--- src/rtl/smbr_pkg.sv ---
// Package: shared constants, state encodings and register-map helpers
// for the indexed block register slave.
// Assumes an 8-bit register width and a seven-entry bank.
package smbr_pkg;

    localparam int          REG_W      = 8;
    localparam int          NUM_REGS   = 7;
    localparam logic [7:0]  NREG8      = 8'(NUM_REGS);
    localparam logic [7:0]  IDX_CTRL   = 8'd0;
    localparam logic [7:0]  IDX_OUTEN  = 8'd1;
    localparam logic [7:0]  IDX_STOPS  = 8'd2;
    localparam logic [7:0]  IDX_RSVD   = 8'd3;
    localparam logic [7:0]  IDX_IDENT  = 8'd4;
    localparam logic [7:0]  IDX_DEVICE = 8'd5;
    localparam logic [7:0]  IDX_RDCNT  = 8'd6;
    localparam logic [3:0]  VENDOR_NIB = 4'b0001;

    typedef enum logic [2:0] {
        LK_IDLE,
        LK_RX,
        LK_RX_ACK,
        LK_TX,
        LK_TX_ACK,
        LK_TX_NEXT
    } link_state_e;

    typedef enum logic [2:0] {
        PH_ADDR,
        PH_INDEX,
        PH_COUNT,
        PH_WDATA,
        PH_RDATA
    } phase_e;

    // Writable-bit mask per register index (zero means read-only / reserved)
    function automatic logic [7:0] reg_wmask(int idx);
        case (idx)
            0:       return 8'hC7;
            1:       return 8'hFF;
            2:       return 8'hFF;
            6:       return 8'hFF;
            default: return 8'h00;
        endcase
    endfunction

    // Reset value per writable register index
    function automatic logic [7:0] reg_rstval(int idx);
        case (idx)
            0:       return 8'h07;
            1:       return 8'hFF;
            2:       return 8'h00;
            6:       return 8'h07;
            default: return 8'h00;
        endcase
    endfunction

endpackage

--- src/rtl/smbr_line_filter.sv ---
// Line conditioner: synchronises one asynchronous bus line into clk and
// removes pulses shorter than FILT_LEN samples.
// Assumes the idle bus level is high; the output resets high.
module smbr_line_filter #(
    parameter int SYNC_STAGES = 2,
    parameter int FILT_LEN    = 3
) (
    input  logic clk,
    input  logic rst_n,
    input  logic raw_i,
    output logic clean_o
);

    logic [SYNC_STAGES-1:0] sync_q;
    logic [FILT_LEN-1:0]    win_q;

    // Metastability chain into the clk domain
    always_ff @(posedge clk) begin
        if (!rst_n) sync_q <= '1;
        else        sync_q <= {sync_q[SYNC_STAGES-2:0], raw_i};
    end

    // Sample window of the synchronised level
    always_ff @(posedge clk) begin
        if (!rst_n) win_q <= '1;
        else        win_q <= {win_q[FILT_LEN-2:0], sync_q[SYNC_STAGES-1]};
    end

    // Output follows only a level held across the whole window
    always_ff @(posedge clk) begin
        if (!rst_n)          clean_o <= 1'b1;
        else if (&win_q)     clean_o <= 1'b1;
        else if (~|win_q)    clean_o <= 1'b0;
    end

endmodule

--- src/rtl/smbr_bus_events.sv ---
// Bus event detector: turns the filtered clock and data levels into
// single-cycle pulses for clock edges, START and STOP.
// Assumes both inputs are already synchronous and glitch-free.
module smbr_bus_events (
    input  logic clk,
    input  logic rst_n,
    input  logic scl_f,
    input  logic sda_f,
    output logic scl_rise,
    output logic scl_fall,
    output logic start_det,
    output logic stop_det
);

    logic scl_q;
    logic sda_q;

    // Previous-cycle levels for edge detection
    always_ff @(posedge clk) begin
        if (!rst_n) begin
            scl_q <= 1'b1;
            sda_q <= 1'b1;
        end else begin
            scl_q <= scl_f;
            sda_q <= sda_f;
        end
    end

    assign scl_rise  =  scl_f & ~scl_q;
    assign scl_fall  = ~scl_f &  scl_q;
    assign start_det =  scl_f &  scl_q &  sda_q & ~sda_f;
    assign stop_det  =  scl_f &  scl_q & ~sda_q &  sda_f;

endmodule

--- src/rtl/smbr_link_fsm.sv ---
// Link controller: bit-level receive/transmit and the indexed block
// protocol (address, index, count, data / count-first read).
// Assumes single-cycle event pulses from smbr_bus_events and a
// combinational read port on the register bank.
module smbr_link_fsm
    import smbr_pkg::*;
#(
    parameter logic [6:0] ADDR7 = 7'h6E
) (
    input  logic        clk,
    input  logic        rst_n,
    input  logic        scl_rise,
    input  logic        scl_fall,
    input  logic        start_det,
    input  logic        stop_det,
    input  logic        sda_lvl,
    input  logic [7:0]  rd_data,
    output logic [7:0]  rd_idx,
    output logic        wr_en,
    output logic [7:0]  wr_idx,
    output logic [7:0]  wr_data,
    output logic        sda_low,
    output link_state_e state_o
);

    localparam logic [7:0] WR_ADDR = {ADDR7, 1'b0};
    localparam logic [7:0] RD_ADDR = {ADDR7, 1'b1};

    link_state_e st;
    phase_e      phase;
    logic [7:0]  shreg;
    logic [3:0]  bitcnt;
    logic [7:0]  ptr;
    logic [7:0]  wrem;
    logic        rd_first;

    assign rd_idx  = rd_first ? IDX_RDCNT : ptr;
    assign state_o = st;

    // Protocol sequencing, shifting and open-drain drive
    always_ff @(posedge clk) begin
        if (!rst_n) begin
            st       <= LK_IDLE;
            phase    <= PH_ADDR;
            shreg    <= '0;
            bitcnt   <= '0;
            ptr      <= '0;
            wrem     <= '0;
            rd_first <= 1'b0;
            sda_low  <= 1'b0;
            wr_en    <= 1'b0;
            wr_idx   <= '0;
            wr_data  <= '0;
        end else begin
            wr_en <= 1'b0;
            if (stop_det) begin
                st      <= LK_IDLE;
                sda_low <= 1'b0;
            end else if (start_det) begin
                st       <= LK_RX;
                phase    <= PH_ADDR;
                bitcnt   <= '0;
                rd_first <= 1'b0;
                sda_low  <= 1'b0;
            end else begin
                case (st)
                    LK_RX: begin
                        if (scl_rise) begin
                            shreg  <= {shreg[6:0], sda_lvl};
                            bitcnt <= bitcnt + 4'd1;
                        end else if (scl_fall && bitcnt == 4'd8) begin
                            st     <= LK_RX_ACK;
                            bitcnt <= '0;
                            case (phase)
                                PH_ADDR: begin
                                    if (shreg == WR_ADDR) begin
                                        sda_low <= 1'b1;
                                        phase   <= PH_INDEX;
                                    end else if (shreg == RD_ADDR) begin
                                        sda_low  <= 1'b1;
                                        phase    <= PH_RDATA;
                                        rd_first <= 1'b1;
                                    end else begin
                                        st <= LK_IDLE;
                                    end
                                end
                                PH_INDEX: begin
                                    ptr     <= shreg;
                                    sda_low <= 1'b1;
                                    phase   <= PH_COUNT;
                                end
                                PH_COUNT: begin
                                    wrem    <= shreg;
                                    sda_low <= 1'b1;
                                    phase   <= PH_WDATA;
                                end
                                PH_WDATA: begin
                                    if (wrem != 8'd0 && ptr < NREG8) begin
                                        wr_en   <= 1'b1;
                                        wr_idx  <= ptr;
                                        wr_data <= shreg;
                                        ptr     <= ptr + 8'd1;
                                        wrem    <= wrem - 8'd1;
                                        sda_low <= 1'b1;
                                    end else begin
                                        st <= LK_IDLE;
                                    end
                                end
                                default: st <= LK_IDLE;
                            endcase
                        end
                    end
                    LK_RX_ACK: begin
                        if (scl_fall) begin
                            sda_low <= 1'b0;
                            if (phase == PH_RDATA) begin
                                shreg    <= rd_data;
                                sda_low  <= ~rd_data[7];
                                bitcnt   <= '0;
                                rd_first <= 1'b0;
                                st       <= LK_TX;
                            end else begin
                                st <= LK_RX;
                            end
                        end
                    end
                    LK_TX: begin
                        if (scl_fall) begin
                            if (bitcnt == 4'd7) begin
                                sda_low <= 1'b0;
                                st      <= LK_TX_ACK;
                            end else begin
                                shreg   <= {shreg[6:0], 1'b0};
                                sda_low <= ~shreg[6];
                                bitcnt  <= bitcnt + 4'd1;
                            end
                        end
                    end
                    LK_TX_ACK: begin
                        if (scl_rise) st <= sda_lvl ? LK_IDLE : LK_TX_NEXT;
                    end
                    LK_TX_NEXT: begin
                        if (scl_fall) begin
                            shreg   <= rd_data;
                            sda_low <= ~rd_data[7];
                            bitcnt  <= '0;
                            ptr     <= ptr + 8'd1;
                            st      <= LK_TX;
                        end
                    end
                    default: ;
                endcase
            end
        end
    end

endmodule

--- src/rtl/smbr_reg_bank.sv ---
// Register bank: writable configuration registers with per-bit masks,
// constant identification bytes and a combinational read port.
// Assumes at most one write strobe per cycle from the link controller.
module smbr_reg_bank
    import smbr_pkg::*;
#(
    parameter logic [3:0] REV_ID = 4'h2,
    parameter logic [7:0] DEV_ID = 8'h5B
) (
    input  logic       clk,
    input  logic       rst_n,
    input  logic       wr_en,
    input  logic [7:0] wr_idx,
    input  logic [7:0] wr_data,
    input  logic [7:0] rd_idx,
    output logic [7:0] rd_data,
    output logic [7:0] ctrl_o,
    output logic [7:0] outen_o,
    output logic [7:0] stopsel_o
);

    localparam logic [7:0] IDENT_BYTE = {REV_ID, VENDOR_NIB};

    logic [REG_W-1:0] cur [NUM_REGS];

    for (genvar g = 0; g < NUM_REGS; g++) begin : g_reg
        if (reg_wmask(g) != 8'h00) begin : g_rw
            localparam logic [7:0] MASK = reg_wmask(g);
            logic [7:0] q;
            // Masked storage of one writable register
            always_ff @(posedge clk) begin
                if (!rst_n)                          q <= reg_rstval(g);
                else if (wr_en && wr_idx == 8'(g))   q <= wr_data & MASK;
            end
            assign cur[g] = q;
        end else if (g == int'(IDX_IDENT)) begin : g_ident
            assign cur[g] = IDENT_BYTE;
        end else if (g == int'(IDX_DEVICE)) begin : g_dev
            assign cur[g] = DEV_ID;
        end else begin : g_zero
            assign cur[g] = 8'h00;
        end
    end

    // Read mux; indices outside the bank return zero
    always_comb begin
        rd_data = 8'h00;
        for (int i = 0; i < NUM_REGS; i++) begin
            if (rd_idx == 8'(i)) rd_data = cur[i];
        end
    end

    assign ctrl_o    = cur[IDX_CTRL];
    assign outen_o   = cur[IDX_OUTEN];
    assign stopsel_o = cur[IDX_STOPS];

endmodule

--- src/rtl/smbr_regbank_slave.sv ---
// Top: indexed block register slave. Conditions both bus lines,
// detects bus events, runs the link controller and holds the bank.
// Assumes open-drain pads outside; sda_drive_low=1 pulls the line low.
module smbr_regbank_slave
    import smbr_pkg::*;
#(
    parameter int         SYNC_STAGES = 2,
    parameter int         FILT_LEN    = 3,
    parameter logic [6:0] ADDR7       = 7'h6E,
    parameter logic [3:0] REV_ID      = 4'h2,
    parameter logic [7:0] DEV_ID      = 8'h5B
) (
    input  logic       clk,
    input  logic       rst_n,
    input  logic       scl_i,
    input  logic       sda_i,
    output logic       sda_drive_low,
    output logic [7:0] ctrl_o,
    output logic [7:0] outen_o,
    output logic [7:0] stopsel_o
);

    localparam int NUM_LINES = 2;

    logic [NUM_LINES-1:0] raw_l;
    logic [NUM_LINES-1:0] clean_l;
    logic scl_rise, scl_fall, start_det, stop_det;
    logic [7:0] rd_idx, rd_data, wr_idx, wr_data;
    logic wr_en;
    link_state_e link_state;

    assign raw_l = {sda_i, scl_i};

    for (genvar g = 0; g < NUM_LINES; g++) begin : g_line
        smbr_line_filter #(
            .SYNC_STAGES(SYNC_STAGES),
            .FILT_LEN   (FILT_LEN)
        ) u_filt (
            .clk    (clk),
            .rst_n  (rst_n),
            .raw_i  (raw_l[g]),
            .clean_o(clean_l[g])
        );
    end

    smbr_bus_events u_events (
        .clk      (clk),
        .rst_n    (rst_n),
        .scl_f    (clean_l[0]),
        .sda_f    (clean_l[1]),
        .scl_rise (scl_rise),
        .scl_fall (scl_fall),
        .start_det(start_det),
        .stop_det (stop_det)
    );

    smbr_link_fsm #(.ADDR7(ADDR7)) u_link (
        .clk      (clk),
        .rst_n    (rst_n),
        .scl_rise (scl_rise),
        .scl_fall (scl_fall),
        .start_det(start_det),
        .stop_det (stop_det),
        .sda_lvl  (clean_l[1]),
        .rd_data  (rd_data),
        .rd_idx   (rd_idx),
        .wr_en    (wr_en),
        .wr_idx   (wr_idx),
        .wr_data  (wr_data),
        .sda_low  (sda_drive_low),
        .state_o  (link_state)
    );

    smbr_reg_bank #(.REV_ID(REV_ID), .DEV_ID(DEV_ID)) u_bank (
        .clk      (clk),
        .rst_n    (rst_n),
        .wr_en    (wr_en),
        .wr_idx   (wr_idx),
        .wr_data  (wr_data),
        .rd_idx   (rd_idx),
        .rd_data  (rd_data),
        .ctrl_o   (ctrl_o),
        .outen_o  (outen_o),
        .stopsel_o(stopsel_o)
    );

endmodule

--- config.mk ---
export PLATFORM = sky130hd
export DESIGN_NAME = smbr_regbank_slave
export DESIGN_NICKNAME = d
export VERILOG_FILES = /design/src/rtl/smbr_pkg.sv /design/src/rtl/smbr_line_filter.sv /design/src/rtl/smbr_bus_events.sv /design/src/rtl/smbr_link_fsm.sv /design/src/rtl/smbr_reg_bank.sv /design/src/rtl/smbr_regbank_slave.sv
export SDC_FILE = /design/constraint.sdc
export NUM_CORES = 1
export LEC_CHECK = 0
export CAP_MARGIN = 20
export CORE_MARGIN = 4
export CORE_UTILIZATION = 60
export DETAILED_ROUTE_END_ITERATION = 6
export PLACE_DENSITY = 0.81
export SLEW_MARGIN = 20
export SYNTH_ARGS = -nofsm -noshare
export SYNTH_HDL_FRONTEND = slang
export SYNTH_SLANG_ARGS = --single-unit
--- constraint.sdc ---
create_clock -name clk -period 3.5 [get_ports clk]
set_clock_uncertainty 0.1 [all_clocks]
set_input_delay 0.7 -clock clk [delete_from_list [all_inputs] [get_ports clk]]
set_output_delay 0.7 -clock clk [all_outputs]
set_load 0.02 [all_outputs]
==> metrics.md <==
| Metric | Value |
|---|---|
| Max Cap Viol | 0 |
| Met1 Wirelength | ~5400 um |
| Worst skew pair latency | about 0.36 ns |
| Crit path to | u_link.wrem[4] |
| Pwr dens | 343 nW/um^2 |
| Mapped Avg Cell Area | around 8.1 sq um |
| Depth of the worst hold-timing path | 1 |
| Placed Cells | 700 |
| Final hold viol count | 0 |
| CP required | about 3.7 ns |
| Status | complete, no violations |
| Synth Register Bits | 96 |
| Std-Cell Rows | 32 |
| Synth unique cells | between 60 and 70 |
| Diodes inserted | 0 |
| Dpl hpwl | ~8100 um |
| Critical path class | register to register |
| Synth area leader | dfxtp_1 |
| Number of synthesized flops with an enable pin | 0 |
| Routed wire length | 11500 um |
| CP arrival | 2.61 ns |
| Die W | ~99 um |
| Detailed Route Iter0 Violations | a little under 400 |
| R2R Path Start | u_link.state_o[0] |
| Crit path max fanout | 18 |
| Area delta synth->final | 8.23% |
| Post-synth top flop | dfxtp_1 |
| Setup violators final | 0 |
| Final period util | 70.3% |
| Top cells by area, synth | dfxtp_1, nand2_1, mux2i_1, o21ai_0, a21oi_1 |
| Minimum clock period | roughly 2.5 ns |
| Commonest cells in the netlist | dfxtp_1, nand2_1, o21ai_0, a21oi_1, nor2_1 |
| Reg-to-reg slack, setup | ~1.0 ns |
| Via count | 4347 |
| CTS Root Cell | clkbuf_8 |
| Rel. slew slack | ~51% |
| DRC | 0 |
| Crit-path slowest cell | dfxtp_1 |
| Endpoint type of the worst setup path | register |
| Worst-path clk slew | ~0.09 ns |
| Vias in the first global route | between 4000 and 5000 |
| Total congestion overflow | 0 |
| RR Endpoint | u_link.wrem[4] |
| Synth Warn # | 0 |
| Worst Reg-to-Reg Cells | 6 |
| Clock Sinks | 96 |
| First-pass GRT wire length | between 15000 and 20000 um |
| Met2 WL | between 5000 and 6000 um |
| TritonCTS Buffers | 9 |
| Setup repair bufs after CTS | 0 |
| Worst path cell trace | or3b_2, nor2_2, nand3_1, a21oi_2, a21boi_0, o21a_1 |
| IO Port Bufs | 25 |
| RSZ-0062 raised after global routing | no |
| Routed WL per cell | around 16 um |
| Slowest stage delay, CP | around 0.66 ns |
| Share of synthesized registers carrying an async set or reset | 0% |
| Launching element type of the critical path | register |
| ANT nets after route | 0 |
| Critical path buffers and inverters | 0 |
| Sequential area share after synthesis | 38.8% |
| Post_cts resized | 0 |
| Vias/cell | around 6 |
| Hold WC Path Type | register to register |
| Met3 wire len | 573 um |
| GRT Util Overall | 24.0% |
| Synth top area share | between 30 and 40% |
| Count leader, synth | dfxtp_1 |
| CTS H-tree depth | 3 |
| Peak supply drop | approximately 0.31 mV |
| Die Y | between 90 and 100 um |
| Number of I/O pins | 29 |
| Pin count of the biggest net entering global routing | 87 |
| Core area | around 8000 sq um |
| Final TNS setup | 0 ns |
| DRT Pass-1 Iters | 5 |
| Fin. max-slew vios | 0 |
| Share of cells above drive strength 1 | under 10% |
| Transition time of the tightest slew-check pin | between 0.7 and 0.8 ns |
| Top Metal Used | met4 |
| Critical path depth | 6 |
| Layout Nets | between 600 and 700 |
| CTS tree | done |
| Pleak | 1.89 nW |
| Cell family with most CP delay | simple AND/OR/NAND/NOR gates |
| Die area | ~9800 sq um |
| Filler-free cell count of the finished design | 716 |
| Hold_buf cts | 0 |
| Initial antenna violation count | 0 |
| Placer Congestion | 0.990 |
| Crit. Startpoint | u_link.state_o[0] |
| Mapped Cells | approximately 600 |
| Area of the mapped netlist | approximately 5000 sq um |
| Max Freq | about 400 MHz |
| Clock Path Buffers | 2 |
| Initial Utilization | a little over three fifths |
-- cell usage in the layout, fill, tap and decap left out, types with 5 or more instances in the layout --
cell	netlist	routed
clkdlybuf4s50_1	0	24
a21oi_1	35	35
clkbuf_8	0	9
buf_4	5	6
mux2i_1	29	29
ha_1	5	5
nor2_1	31	31
a31oi_1	12	12
dfxtp_1	96	96
nor2b_1	26	26
o21ai_0	45	45
nand3b_1	5	5
nand2b_1	25	25
or2_2	7	7
a21boi_1	7	7
nand2_1	92	92
a21boi_0	21	21
o211ai_1	5	5
nor3b_1	5	5
nand3_1	19	19
nor3_1	9	9
inv_1	10	10
nor4_1	6	6
and3_1	10	10
-- flip-flops by register name, indices dropped and copies added, names as in the netlist, 3 cells and up --
signal                count
u_link.bitcnt             4
g_line.u_filt.win_q       6
u_link.wr_idx             8
u_bank.ctrl_o             5
u_link.state_o            3
u_link.shreg              8
u_bank.stopsel_o          8
u_bank.g.g_rw.q           8
u_link.ptr                8
u_bank.outen_o            8
u_link.wrem               8
u_link.phase              3
g_line.u_filt.sync_q      4
u_link.wr_data            8
-- how the worst min path moves through the flow --
stage,slack (ns),end,from
2_1_floorplan,0.29,g_line[0].u_filt.sync_q[1],g_line[0].u_filt.sync_q[0]
3_3_place_gp,0.29,g_line[1].u_filt.win_q[0],g_line[1].u_filt.sync_q[1]
3_5_place_dp,0.30,g_line[1].u_filt.win_q[0],g_line[1].u_filt.sync_q[1]
4_1_cts,0.32,g_line[1].u_filt.win_q[0],g_line[1].u_filt.sync_q[1]
5_1_grt,0.34,g_line[0].u_filt.win_q[0],g_line[0].u_filt.sync_q[1]
6_report,0.31,g_line[1].u_filt.win_q[0],g_line[1].u_filt.sync_q[1]
-- worst reg2reg max path, delay by kind of cell (launching register included) --
family / cells / cell delay (ns)
AOI/OAI and AO/OA: 3 / 0.65
DFF: 1 / 0.66
and+or+nand+nor: 3 / 0.95
-- power breakdown --
group          internal, mW  switching [mW]  total [mW]
Combinational        0.0123          0.0206      0.0330
Sequential             1.09         0.00113        1.10
Clock                 0.332           0.380       0.712
-- logic make-up after synthesis --
kind of cell             synth area share [%]
adder cells (fa/ha/maj)                  1.26
AO/OA/AOI/OAI                            20.4
AND/OR/NAND/NOR                          27.5
other                                  0.0756
XOR/XNOR                                0.353
buffers and inverters                    5.15
flip-flops                               38.8
multiplexers                             6.54
-- area by class of cell --
type | count | area (sq um)
clock inverter | 5 | 56.3
clock buffer | 11 | 131
timing repair buffer | 31 | 290
fill | 641 | 2520
inverter | 10 | 37.5
sequential | 96 | 1920
multi-input combinational | 461 | 2800
tap | 102 | 128
-- per-layer routing --
metal	GRT usage, %	up-vias
li1	-	2133
met1	34.0	2068
met2	37.3	130
met3	3.61	16
met4	8.40	0
met5	0	-
-- stage by stage --
stage               hold WS, ns  instance area, sq um  power [mW]  worst slack (ns)  util, %
finish                    0.313                  5370        1.84              1.04     68.0
global route              0.343                  5370        1.91             0.855     68.0
CTS                       0.317                  5370        1.86              1.08     68.0
detailed placement        0.297                  5180        1.15              1.10     65.6
global placement          0.292                  5180        1.15              1.14     65.6
floorplan                 0.286                  4960        1.15              1.53        -
Power figures use the tool's default switching activity.
